### config.mk
export PLATFORM = sky130hd
export DESIGN_NAME = gbn_sender
export DESIGN_NICKNAME = d
export VERILOG_FILES = /design/src/rtl/gbn_pkg.sv /design/src/rtl/gbn_ack_filter.sv /design/src/rtl/gbn_window.sv /design/src/rtl/gbn_timer.sv /design/src/rtl/gbn_sender.sv
export SDC_FILE = /design/constraint.sdc
export NUM_CORES = 1
export LEC_CHECK = 0
export ABC_AREA = 1
export BUFFER_PORTS_ARGS = -buffer_cell sky130_fd_sc_hd__buf_2
export CAP_MARGIN = 20
export CELL_PAD_IN_SITES_DETAIL_PLACEMENT = 1
export CELL_PAD_IN_SITES_GLOBAL_PLACEMENT = 2
export CORE_AREA = 8 8 75 77
export DETAILED_ROUTE_END_ITERATION = 6
export DIE_AREA = 0 0 83 85
export GPL_TIMING_DRIVEN = 0
export HOLD_SLACK_MARGIN = 0.06
export MAX_ROUTING_LAYER = met4
export PLACE_DENSITY_LB_ADDON = 0.1
export SETUP_SLACK_MARGIN = 0.05
export SLEW_MARGIN = 10
export SYNTH_ARGS = -nofsm -noshare
export SYNTH_HDL_FRONTEND = slang
export SYNTH_SLANG_ARGS = --single-unit
### constraint.sdc
create_clock -name clk -period 8.2 [get_ports clk]
set_input_delay 0.41 -clock clk [delete_from_list [all_inputs] [get_ports clk]]
set_output_delay 0.41 -clock clk [all_outputs]
set_load 0.1 [all_outputs]
### src/rtl/gbn_pkg.sv
// Shared types for the Go-Back-N sender.
// Assumes: nothing; holds only the window event encoding.
package gbn_pkg;

    // What the window does at the next edge, after acknowledgement and
    // timer arbitration.
    typedef enum logic [1:0] {
        EV_IDLE   = 2'd0,  // no change to base or resend point
        EV_SLIDE  = 2'd1,  // positive acknowledgement in range
        EV_REJECT = 2'd2,  // negative acknowledgement in range
        EV_EXPIRE = 2'd3   // retransmission timer ran out
    } win_evt_e;

endpackage

### src/rtl/gbn_ack_filter.sv
// Acknowledgement filter and loss arbiter.
// Checks whether an incoming acknowledgement falls inside the outstanding
// range and turns it, or a timer expiry, into one window event plus the new
// base. An in-range acknowledgement takes precedence over an expiry.
// Assumes: 2**SEQ_W > WIN, so modulo offsets from base are unambiguous.
module gbn_ack_filter
    import gbn_pkg::*;
#(
    parameter int SEQ_W = 3,
    parameter int WIN   = 4
) (
    input  logic                       ack_valid,
    input  logic                       ack_neg,
    input  logic [SEQ_W-1:0]           ack_num,
    input  logic [SEQ_W-1:0]           base,
    input  logic [$clog2(WIN+1)-1:0]   out_cnt,
    input  logic                       tmo,
    output logic                       ack_hit,
    output win_evt_e                   evt,
    output logic [SEQ_W-1:0]           new_base
);

    localparam int CNT_W = $clog2(WIN + 1);
    localparam int DW    = (SEQ_W > CNT_W) ? SEQ_W : CNT_W;

    logic [SEQ_W-1:0] offs;

    // Distance of the acknowledged number above the window base.
    assign offs    = ack_num - base;
    assign ack_hit = ack_valid && (DW'(offs) < DW'(out_cnt));

    // Pick the event for this cycle; the acknowledgement wins over expiry.
    always_comb begin
        evt      = EV_IDLE;
        new_base = base;
        if (ack_hit) begin
            evt      = ack_neg ? EV_REJECT : EV_SLIDE;
            new_base = ack_num + 1'b1;
        end else if (tmo) begin
            evt = EV_EXPIRE;
        end
    end

endmodule

### src/rtl/gbn_window.sv
// Sliding-window pointer set.
// Holds the oldest unacknowledged number (base), the next fresh number and
// the resend point (cursor). The cursor equals the fresh number unless a
// rewind is in progress. Raises a request whenever there is something to
// resend or a free window slot.
// Assumes: 2**SEQ_W > WIN; new_base comes from the filter and lies within
// [base, next fresh number].
module gbn_window
    import gbn_pkg::*;
#(
    parameter int SEQ_W = 3,
    parameter int WIN   = 4
) (
    input  logic                       clk,
    input  logic                       rst_n,
    input  win_evt_e                   evt,
    input  logic [SEQ_W-1:0]           new_base,
    input  logic                       grant,
    output logic [SEQ_W-1:0]           base,
    output logic [SEQ_W-1:0]           cursor,
    output logic [$clog2(WIN+1)-1:0]   out_cnt,
    output logic                       resend_pend,
    output logic                       req,
    output logic                       busy_nxt
);

    localparam int CNT_W = $clog2(WIN + 1);
    localparam logic [CNT_W-1:0] WIN_C = CNT_W'(WIN);

    logic [SEQ_W-1:0] fresh;
    logic [SEQ_W-1:0] cur_adv;
    logic [SEQ_W-1:0] cur_nxt;
    logic [SEQ_W-1:0] fresh_nxt;
    logic [SEQ_W-1:0] adv_offs;
    logic [SEQ_W-1:0] base_offs;

    // Occupancy and request generation from the current pointers.
    always_comb begin
        out_cnt     = CNT_W'(fresh - base);
        resend_pend = (cursor != fresh);
        req         = resend_pend || (out_cnt < WIN_C);
    end

    // Next-state pointers: grant advances, events rewind or lift the cursor.
    always_comb begin
        cur_adv   = grant ? cursor + 1'b1 : cursor;
        fresh_nxt = (grant && !resend_pend) ? fresh + 1'b1 : fresh;
        adv_offs  = cur_adv - base;
        base_offs = new_base - base;
        unique case (evt)
            EV_REJECT, EV_EXPIRE: cur_nxt = new_base;
            EV_SLIDE:             cur_nxt = (adv_offs < base_offs) ? new_base : cur_adv;
            default:              cur_nxt = cur_adv;
        endcase
        busy_nxt = (fresh_nxt != new_base);
    end

    // Pointer registers.
    always_ff @(posedge clk) begin
        if (!rst_n) begin
            base   <= '0;
            fresh  <= '0;
            cursor <= '0;
        end else begin
            base   <= new_base;
            fresh  <= fresh_nxt;
            cursor <= cur_nxt;
        end
    end

endmodule

### src/rtl/gbn_timer.sv
// Retransmission timer.
// Counts cycles while packets are outstanding and flags expiry after
// TMO_CYC cycles without a restart. Any window event restarts it; it is held
// at zero whenever the window will be empty.
// Assumes: TMO_CYC >= 2.
module gbn_timer
    import gbn_pkg::*;
#(
    parameter int TMO_CYC = 256
) (
    input  logic     clk,
    input  logic     rst_n,
    input  win_evt_e evt,
    input  logic     busy,
    input  logic     busy_nxt,
    output logic     tmo
);

    localparam int TW = $clog2(TMO_CYC);
    localparam logic [TW-1:0] LAST = TW'(TMO_CYC - 1);

    logic [TW-1:0] cnt;

    assign tmo = busy && (cnt == LAST);

    // Elapsed-cycle counter with restart and idle clear.
    always_ff @(posedge clk) begin
        if (!rst_n) begin
            cnt <= '0;
        end else if ((evt != EV_IDLE) || !busy_nxt) begin
            cnt <= '0;
        end else if (busy) begin
            cnt <= cnt + 1'b1;
        end
    end

endmodule

### src/rtl/gbn_sender.sv
// Go-Back-N sender controller, top level.
// Joins the acknowledgement filter, the window pointers and the timer,
// drives the request port toward the packet buffer, and registers a send
// strobe one cycle after every granted request.
// Assumes: the buffer grants only while rd_req is high and holds every
// outstanding packet until it is acknowledged.
module gbn_sender
    import gbn_pkg::*;
#(
    parameter int SEQ_W   = 3,
    parameter int WIN     = 4,
    parameter int TMO_CYC = 256
) (
    input  logic             clk,
    input  logic             rst_n,
    output logic             rd_req,
    output logic [SEQ_W-1:0] rd_seq,
    input  logic             rd_gnt,
    output logic             tx_send,
    output logic [SEQ_W-1:0] tx_seq,
    output logic             tx_retx,
    input  logic             ack_valid,
    input  logic             ack_neg,
    input  logic [SEQ_W-1:0] ack_num
);

    localparam int CNT_W = $clog2(WIN + 1);

    win_evt_e         evt;
    logic [SEQ_W-1:0] new_base;
    logic [SEQ_W-1:0] base;
    logic [SEQ_W-1:0] cursor;
    logic [CNT_W-1:0] out_cnt;
    logic             resend_pend;
    logic             req;
    logic             busy_nxt;
    logic             ack_hit;
    logic             tmo;
    logic             grant;

    assign grant  = req && rd_gnt;
    assign rd_req = req;
    assign rd_seq = cursor;

    gbn_ack_filter #(.SEQ_W(SEQ_W), .WIN(WIN)) u_filter (
        .ack_valid (ack_valid),
        .ack_neg   (ack_neg),
        .ack_num   (ack_num),
        .base      (base),
        .out_cnt   (out_cnt),
        .tmo       (tmo),
        .ack_hit   (ack_hit),
        .evt       (evt),
        .new_base  (new_base)
    );

    gbn_window #(.SEQ_W(SEQ_W), .WIN(WIN)) u_window (
        .clk         (clk),
        .rst_n       (rst_n),
        .evt         (evt),
        .new_base    (new_base),
        .grant       (grant),
        .base        (base),
        .cursor      (cursor),
        .out_cnt     (out_cnt),
        .resend_pend (resend_pend),
        .req         (req),
        .busy_nxt    (busy_nxt)
    );

    gbn_timer #(.TMO_CYC(TMO_CYC)) u_timer (
        .clk      (clk),
        .rst_n    (rst_n),
        .evt      (evt),
        .busy     (out_cnt != '0),
        .busy_nxt (busy_nxt),
        .tmo      (tmo)
    );

    // Send strobe register: one pulse per grant, tagged fresh or resend.
    always_ff @(posedge clk) begin
        if (!rst_n) begin
            tx_send <= 1'b0;
            tx_seq  <= '0;
            tx_retx <= 1'b0;
        end else begin
            tx_send <= grant;
            if (grant) begin
                tx_seq  <= cursor;
                tx_retx <= resend_pend;
            end
        end
    end

endmodule

==> results of run 1 <==
layer usage:
layer  wire (µm)  track usage [%]  part of all wire [%]
met1        1760             12.9                    49
met2        1700             19.0                    47
met3         127             2.59                   3.5
met4          19             3.35                  0.53
met5           0                -                     0
kinds of logic after synthesis:
kind of cell,count (synthesis),synth area share [%]
AOI/OAI and AO/OA,17,6.39
xor gates and xnor gates,16,9.66
adders and majority gates,16,15.1
buffers and inverters,35,8.84
DFF,22,28.8
and+or+nand+nor,95,31.2
cells in the final DEF (no fill, tap or decap), types with 2 or more instances in the layout:
master	netlist	layout
nand2_1	45	45
inv_1	31	31
nor2_1	23	23
dfxtp_1	22	22
buf_2	1	17
ha_1	12	12
xor2_1	10	10
o21ai_0	7	7
nand3_1	6	6
nand2_4	5	5
a21oi_1	5	5
xnor2_1	5	5
nand3_2	4	4
nand4_1	4	4
fa_1	4	4
clkbuf_8	0	3
nand2_2	2	2
worst paths after layout:
check / from / depth (start not counted) / slack, ps / to
max: u_window.fresh[0] / 22 / 3720 / u_window.cursor[2]
min: rst_n / 3 / 420 / u_window.cursor[1]
max reg2reg: u_window.fresh[0] / 22 / 3720 / u_window.cursor[2]
min reg2reg: tx_seq[0] / 2 / 480 / tx_seq[0]
critical path: cells and delay by family (launching register included):
family	cells	cell delay (ps)
fa+ha+maj	6	1820
compound gates	4	960
simple gates	9	800
flops	1	380
buf+inv	2	250
xor+xnor	1	180
metrics by stage:
stage               cell area, µm²  setup slack, ps
floorplan                     1530             4250
global placement              1680             3710
detailed placement            1680             3660
CTS                           1750             3700
global route                  1750             3370
finish                        1750             3720
flip-flops by register name (all words and copies together) (netlist names):
signal,cells
u_window.cursor,3
u_window.base,3
tx_retx,1
tx_send,1
tx_seq,3
u_window.fresh,3
u_timer.cnt,8
layout make-up:
type	count	area (µm²)	share of cell area, %
multi-input combinational	144	952	54.5
sequential	22	440	25.2
inverter	34	130	7.45
timing repair buffer	16	80.1	4.58
tap	54	67.6	3.87
clock buffer	3	41.3	2.36
clock inverter	1	30.0	1.72
buffer	1	5.00	0.287
==> results_dict.tcl, run 1 <==
set metrics [dict create \
    clock_skew_ps 4.08 \
    fillers 596 \
    fin_hold_ws_ps 417 \
    synthTopCellsByArea "dfxtp_1 29%, nand2_1 11%, ha_1 9.8%" \
    port_buffers 16 \
    grt_usage_pct 11.2 \
    critPathArrivalTime_ps 4640 \
    ys_seq_area_share_pct 28.8 \
    yosysTopAreaCellShare_pct 28.8 \
    cts-root-buf "clkbuf_8" \
    syn_inst 201 \
    synthToLayoutAreaGrowth_pct 14.3 \
    numCtsBuffers 3 \
    vias 1256 \
    rsz0062_at_grt "false" \
    clock_path_buffers 2 \
    grt_max_degree 14 \
    cts_tree "yes" \
    tns_ps 0 \
    synth.net_count 225 \
    gpl.final_weighted_congestion 0.798 \
    synthTopCellsByCount "45 x nand2_1, 31 x inv_1, 23 x nor2_1" \
    yosysWarnings 0 \
    synthArstFlopShare_pct 0 \
    maxSlewViolCount 0 \
    path_clk_slew_ps 90 \
    cp_max_fo 7 \
    grt_overflow 0 \
    wl_per_cell_um 13.1 \
    grt_pass1_vias 1428 \
    end_kind "flip-flop" \
    start_util_pct 33.7 \
    syn_area_per_cell_um2 7.60 \
    worst_slew_pin_slew_ps 489 \
    routed_wl_um 3610 \
    cts_sinks 22 \
    drive_gt1_share_pct 18.1 \
    dpl.cell_count 271 \
    ys.flop_type "dfxtp_1" \
    synth_area_leader_cell "dfxtp_1" \
    hold_viol 0 \
    fp.dieH_um 85 \
    utilization_pct 38.5 \
    synth_cell_types 31 \
    drtPass1Iterations 4 \
    final_nets 246 \
    syn-cell-area_um2 1530 \
    clock.fmax_mhz 223 \
    start_kind "flip-flop" \
    core-area_um2 4540 \
    slowest_stage "o21ai_0" \
    critPathKind "reg -> reg" \
    period_share_pct 54.6 \
    cap_violations 0 \
    grt_pass1_wl_um 6460 \
    h-tree-depth 1 \
    post_drt_via_cell_ratio 4.57 \
    hold_buffers 0 \
    hold_class "in -> reg" \
    grt_antenna_before_repair 0 \
    yosysMostFrequentCell "nand2_1" \
    final_cells 275 \
    slowest_delay_ps 400 \
    pin_count 17 \
    clock_insertion_delay_worst_skew_ps 260 \
    min_period_ps 4480 \
    cts_resized 0 \
    die_w_um 83 \
    relSlewSlack_pct 67.7 \
    num_rows 25 \
    path_cells "inv_1 -> ha_1 -> fa_1 -> nand2_1 -> nand2_1 -> nand2_2 -> nand2_4 -> ha_1 -> a21oi_1 -> nand3_2 -> o21ai_0 -> inv_1 -> ha_1 -> fa_1 -> xor2_1 -> ha_1 -> a21oi_1 -> a211o_1 -> nand2_2 -> nand2_1 -> nand2_1 -> nor2_1" \
    antenna_left 0 \
    critPathRequiredTime_ps 8360 \
    synth-edff-count 0 \
    ys_ff_latch 22 \
    diodes 0 \
    dp_hpwl_um 3100 \
    drc 0 \
    dieArea_um2 7060 \
    status "finished, final reports clean" \
    timing.final.setup_violations 0 \
    cts_setup_buffers 0 \
    drt_iter0_drc 34 \
]
Power of run 1 is left out: the tool's default activity adds up to more than one toggle a clock period on the data nets, which glitch-free logic cannot reach.
==> run 2: changes to the inputs <==
--- a/config.mk
+++ b/config.mk
@@ -10,9 +10,9 @@
 export CAP_MARGIN = 20
 export CELL_PAD_IN_SITES_DETAIL_PLACEMENT = 1
 export CELL_PAD_IN_SITES_GLOBAL_PLACEMENT = 2
-export CORE_AREA = 8 8 75 77
+export CORE_AREA = 8 8 78 80
 export DETAILED_ROUTE_END_ITERATION = 6
-export DIE_AREA = 0 0 83 85
+export DIE_AREA = 0 0 86 88
 export GPL_TIMING_DRIVEN = 0
 export HOLD_SLACK_MARGIN = 0.06
 export MAX_ROUTING_LAYER = met4
==> constraint.sdc (replaced) <==
create_clock -name clk -period 4.55 [get_ports clk]
set_input_delay 0.2275 -clock clk [delete_from_list [all_inputs] [get_ports clk]]
set_output_delay 0.2275 -clock clk [all_outputs]
set_load 0.1 [all_outputs]
==> run 2 against run 1 <==
Register-to-register slack worse by 3400 ps; sequential share of layout area is 0.65 points lower; die area is 7.3% higher; critical endpoint is now u_window.cursor[1].
==> results_dict.tcl, run 2 (synthesis gave the netlist of run 1 again) <==
set metrics [dict create \
    status "finished, final reports clean" \
    path_cells "inv_1 -> ha_1 -> fa_1 -> nand2_1 -> nand2_1 -> nand2_2 -> nand2_4 -> ha_1 -> a21oi_1 -> nand3_2 -> o21ai_4 -> inv_1 -> ha_1 -> fa_1 -> xor2_1 -> ha_1 -> a21oi_1 -> a211o_1 -> nand2_2 -> nand2_1 -> nand2_1 -> nor2_1" \
    drive_gt1_share_pct 21.9 \
    largest_reg_flops 8 \
    final_nets 249 \
    hold_viol 0 \
    dieArea_um2 7570 \
    drtPass1Iterations 3 \
    final.setup.worst_slack_ps 363 \
    h-tree-depth 1 \
    antenna_left 0 \
    end_kind "flip-flop" \
    grt_antenna_before_repair 0 \
    grt_pass1_vias 1389 \
    utilization_pct 36.8 \
    critPathKind "reg -> reg" \
    cts_tree "yes" \
    drt_iter0_drc 63 \
    port_buffers 16 \
    cts_sinks 22 \
    critPathArrivalTime_ps 4350 \
    diodes 0 \
    hold_buffers 0 \
    layout_commonest_cell "nand2_1" \
    relSlewSlack_pct 67.6 \
    cap_violations 0 \
    synthToLayoutAreaGrowth_pct 18.3 \
    clock.fmax_mhz 239 \
    cp_max_fo 7 \
    die_w_um 86 \
    regMostFlops "u_timer.cnt" \
    mostFrequentLayoutCells "45 x nand2_1, 30 x inv_1, 23 x nor2_1, 19 x dfxtp_1, 17 x buf_2" \
    endpoint "u_window.cursor[1]" \
    cts-root-buf "clkbuf_8" \
    hold_class "in -> reg" \
    maxSlewViolCount 0 \
    rsz0062_at_grt "false" \
    start_kind "flip-flop" \
    critPathRequiredTime_ps 4710 \
    grt_overflow 0 \
    slowest_stage "fa_1" \
    fp.dieH_um 88 \
    clock_path_buffers 2 \
    clock_skew_ps 3.80 \
    grt_pass1_wl_um 6420 \
    grt_max_degree 14 \
    r2r_setup_slack_ps 360 \
    place_ws_ps -1.16 \
    timing.final.setup_violations 0 \
    worst_slew_pin_slew_ps 489 \
    r2r-start "u_window.fresh[0]" \
    slowest_delay_ps 380 \
    clock_insertion_delay_worst_skew_ps 260 \
    start_util_pct 31.1 \
    min_period_ps 4190 \
    vias 1304 \
    post_drt_via_cell_ratio 4.44 \
    wl_per_cell_um 12.9 \
    period_share_pct 92.0 \
    critPathLaunch "u_window.fresh[0]" \
    grt_usage_pct 11.1 \
    numCtsBuffers 3 \
    fillers 630 \
    pin_count 17 \
    gpl.final_weighted_congestion 0.764 \
    routed_wl_um 3810 \
    dp_hpwl_um 3140 \
    r2r_cells 22 \
    num_rows 26 \
    path_clk_slew_ps 80 \
    core-area_um2 4910 \
    r2r-end "u_window.cursor[1]" \
    drc 0 \
]
run 2: cell type report:
class                   instances  area (µm²)  share of cell area, %
inverters                      34         130                   7.20
clock buffers                   3        41.3                   2.28
repair buffers                 19         103                   5.67
well taps                      70        87.6                   4.84
multi-input cells             144         967                   53.5
flip-flops and latches         22         444                   24.6
plain buffers                   1        5.00                  0.277
clock inverters                 1        30.0                   1.66
run 2: worst max-delay path: cells and delay by family, from the launching register on:
kind	cells	cell delay, ps
AND/OR/NAND/NOR	9	830
buffers and inverters	2	190
AO/OA/AOI/OAI	4	760
flip-flops	1	360
adder cells (fa/ha/maj)	6	1790
XOR/XNOR	1	180
run 2: worst min-delay path by stage:
stage | slack [ps] | depth (start not counted) | from | endpoint
after floorplan | 350 | 2 | rst_n | u_window.cursor[2]
after global placement | 460 | 2 | tx_seq[0] | tx_seq[0]
after detailed placement | 470 | 2 | tx_seq[0] | tx_seq[0]
after CTS | 240 | 3 | rst_n | u_window.cursor[2]
after global routing | 260 | 3 | rst_n | u_window.cursor[1]
final | 240 | 3 | rst_n | u_window.cursor[1]
run 2: timing repair:
action                                  in CTS  in global routing
setup buffers                                0                  3
resized for setup                            1                  7
pin swaps                                    0                  1
endpoints found under the setup margin       3                  3
run 2: per-layer routing:
metal | wire length (µm) | global-route usage [%] | vias to the layer above | share of wire (%)
li1 | - | - | 667 | -
met1 | 1780 | 13.1 | 617 | 47
met2 | 1860 | 18.7 | 16 | 49
met3 | 130 | 2.25 | 4 | 3.4
met4 | 35 | 2.87 | 0 | 0.92
met5 | 0 | - | - | 0
run 2: metrics by stage:
stage | instance area, µm² | setup TNS, ps | hold WS (ps) | std cells
2_1_floorplan | 1530 | 0 | 348 | 201
3_3_place_gp | 1700 | 0 | 457 | 287
3_5_place_dp | 1700 | -1.16 | 470 | 287
4_1_cts | 1770 | 0 | 242 | 291
5_1_grt | 1810 | 0 | 263 | 294
6_report | 1810 | 0 | 243 | 294
Power of run 2 is left out for the same reason.
==> run 3: changes to the inputs <==
--- a/config.mk
+++ b/config.mk
@@ -17,6 +17,7 @@
 export HOLD_SLACK_MARGIN = 0.06
 export MAX_ROUTING_LAYER = met4
 export PLACE_DENSITY_LB_ADDON = 0.1
+export REMOVE_ABC_BUFFERS = 1
 export SETUP_SLACK_MARGIN = 0.05
 export SLEW_MARGIN = 10
 export SYNTH_ARGS = -nofsm -noshare
==> run 3 against run 2 <==
Core utilization decreased by 0.31 points; sequential share of layout area increased by 0.066 points; cell area shrank 0.83%; final cell count fell by 0.68%; clock skew up 2.8 ps; setup slack worse by 15 ps; hold slack gained 1.8 ps; first-iteration DRC count decreased by 49%; highest routed layer unchanged.
==> results_dict.tcl, run 3 (synthesis gave the netlist of run 1 again) <==
set metrics [dict create \
    critPathKind "reg -> reg" \
    end_kind "flip-flop" \
    cts_tree "yes" \
    relSlewSlack_pct 67.7 \
    cts-root-buf "clkbuf_8" \
    grt_pass1_wl_um 6510 \
    dieArea_um2 7570 \
    hold_class "in -> reg" \
    fin_hold_ws_ps 245 \
    mostFrequentLayoutCells "45 x nand2_1, 30 x inv_1, 23 x nor2_1, 21 x dfxtp_1, 16 x buf_2" \
    drive_gt1_share_pct 20.3 \
    antenna_left 0 \
    path_clk_slew_ps 90 \
    regMostFlops "u_timer.cnt" \
    multi_input_area_um2 967 \
    min_period_ps 4200 \
    routed_wl_um 3760 \
    period_share_pct 92.3 \
    clock_path_buffers 2 \
    critPathArrivalTime_ps 4370 \
    core-area_um2 4910 \
    pin_count 17 \
    num_rows 26 \
    tns_ps 0 \
    drtPass1Iterations 4 \
    dp_hpwl_um 3150 \
    final_nets 247 \
    clock_skew_ps 6.57 \
    r2r-start "u_window.fresh[0]" \
    gpl.final_weighted_congestion 0.750 \
    vias 1302 \
    status "finished, final reports clean" \
    layout_commonest_cell "nand2_1" \
    rsz0062_at_grt "false" \
    h-tree-depth 1 \
    post_dp_cell_area_um2 1690 \
    cap_violations 0 \
    numCtsBuffers 3 \
    drc 0 \
    hp-start "rst_n" \
    fillers 629 \
    clock.fmax_mhz 238 \
    hold_viol 0 \
    die_w_um 86 \
    fp.dieH_um 88 \
    maxSlewViolCount 0 \
    drt_iter0_drc 32 \
    critPathLaunch "u_window.fresh[0]" \
    clock_insertion_delay_worst_skew_ps 270 \
    utilization_pct 36.5 \
    port_buffers 16 \
    critPathRequiredTime_ps 4710 \
    wl_per_cell_um 12.9 \
    start_util_pct 31.1 \
    start_kind "flip-flop" \
    timing.final.setup_violations 0 \
    cp_max_fo 7 \
    diodes 0 \
    grt_usage_pct 11.1 \
    final_area_um2 1790 \
    worst_slew_pin_slew_ps 488 \
    area.sequential_um2 442 \
    grt_overflow 0 \
    cts_sinks 22 \
    grt_pass1_vias 1406 \
    grt_max_degree 14 \
    synthToLayoutAreaGrowth_pct 17.4 \
    post_drt_via_cell_ratio 4.46 \
    grt_antenna_before_repair 0 \
    largest_reg_flops 8 \
    hold_buffers 0 \
]
-- run 3: critical path, stage by stage, from the launching register on --
cell     delay, ps
dfxtp_2        360
inv_1           80
ha_1           200
fa_1           380
inv_1           70
nand2_1         80
nand2_1         90
nand2_2         60
nand2_4        130
ha_1           260
a21oi_1        160
nand3_2        170
o21ai_4        190
inv_1          100
ha_1           220
fa_1           380
xor2_1         180
ha_1           300
a21oi_1         70
a211o_1        320
nand2_2        120
nand2_1         70
nand2_1         70
nor2_1          30
-- run 3: worst paths after layout --
check	depth (start not counted)	slack, ps	endpoint
worst min register to register	2	470	tx_seq[0]
worst max-delay path	23	350	u_window.cursor[1]
worst min-delay path	3	240	u_window.cursor[2]
worst max register to register	23	350	u_window.cursor[1]
-- run 3: area by class of cell --
type | count | area share (%)
inverters | 34 | 7.26
repair buffers | 18 | 5.30
flip-flops and latches | 22 | 24.6
clock buffers | 3 | 2.30
well taps | 70 | 4.88
multi-input cells | 144 | 53.9
clock inverters | 1 | 1.67
-- run 3: routing by layer --
metal | share of wire (%) | global-route usage [%] | up-vias
met5 | 0 | - | -
met4 | 0.82 | 2.87 | 0
met3 | 4.2 | 2.53 | 4
met2 | 48 | 19.0 | 19
met1 | 47 | 12.9 | 613
li1 | - | - | 666
-- run 3: what timing repair did --
action                                  4_1_cts  5_1_grt
resized for setup                             1        6
pin swaps                                     0        1
endpoints found under the setup margin        3        3
gates cloned                                  0        0
setup buffers                                 0        2
-- run 3: per-stage QoR --
| stage | worst slack, ps | cells |
|---|---|---|
| finish | 348 | 292 |
| global route | 85.4 | 292 |
| global placement | 76.6 | 286 |
| floorplan | 603 | 200 |
| CTS | 111 | 290 |
| detailed placement | 3.71 | 286 |
Power of run 3 is left out for the same reason.
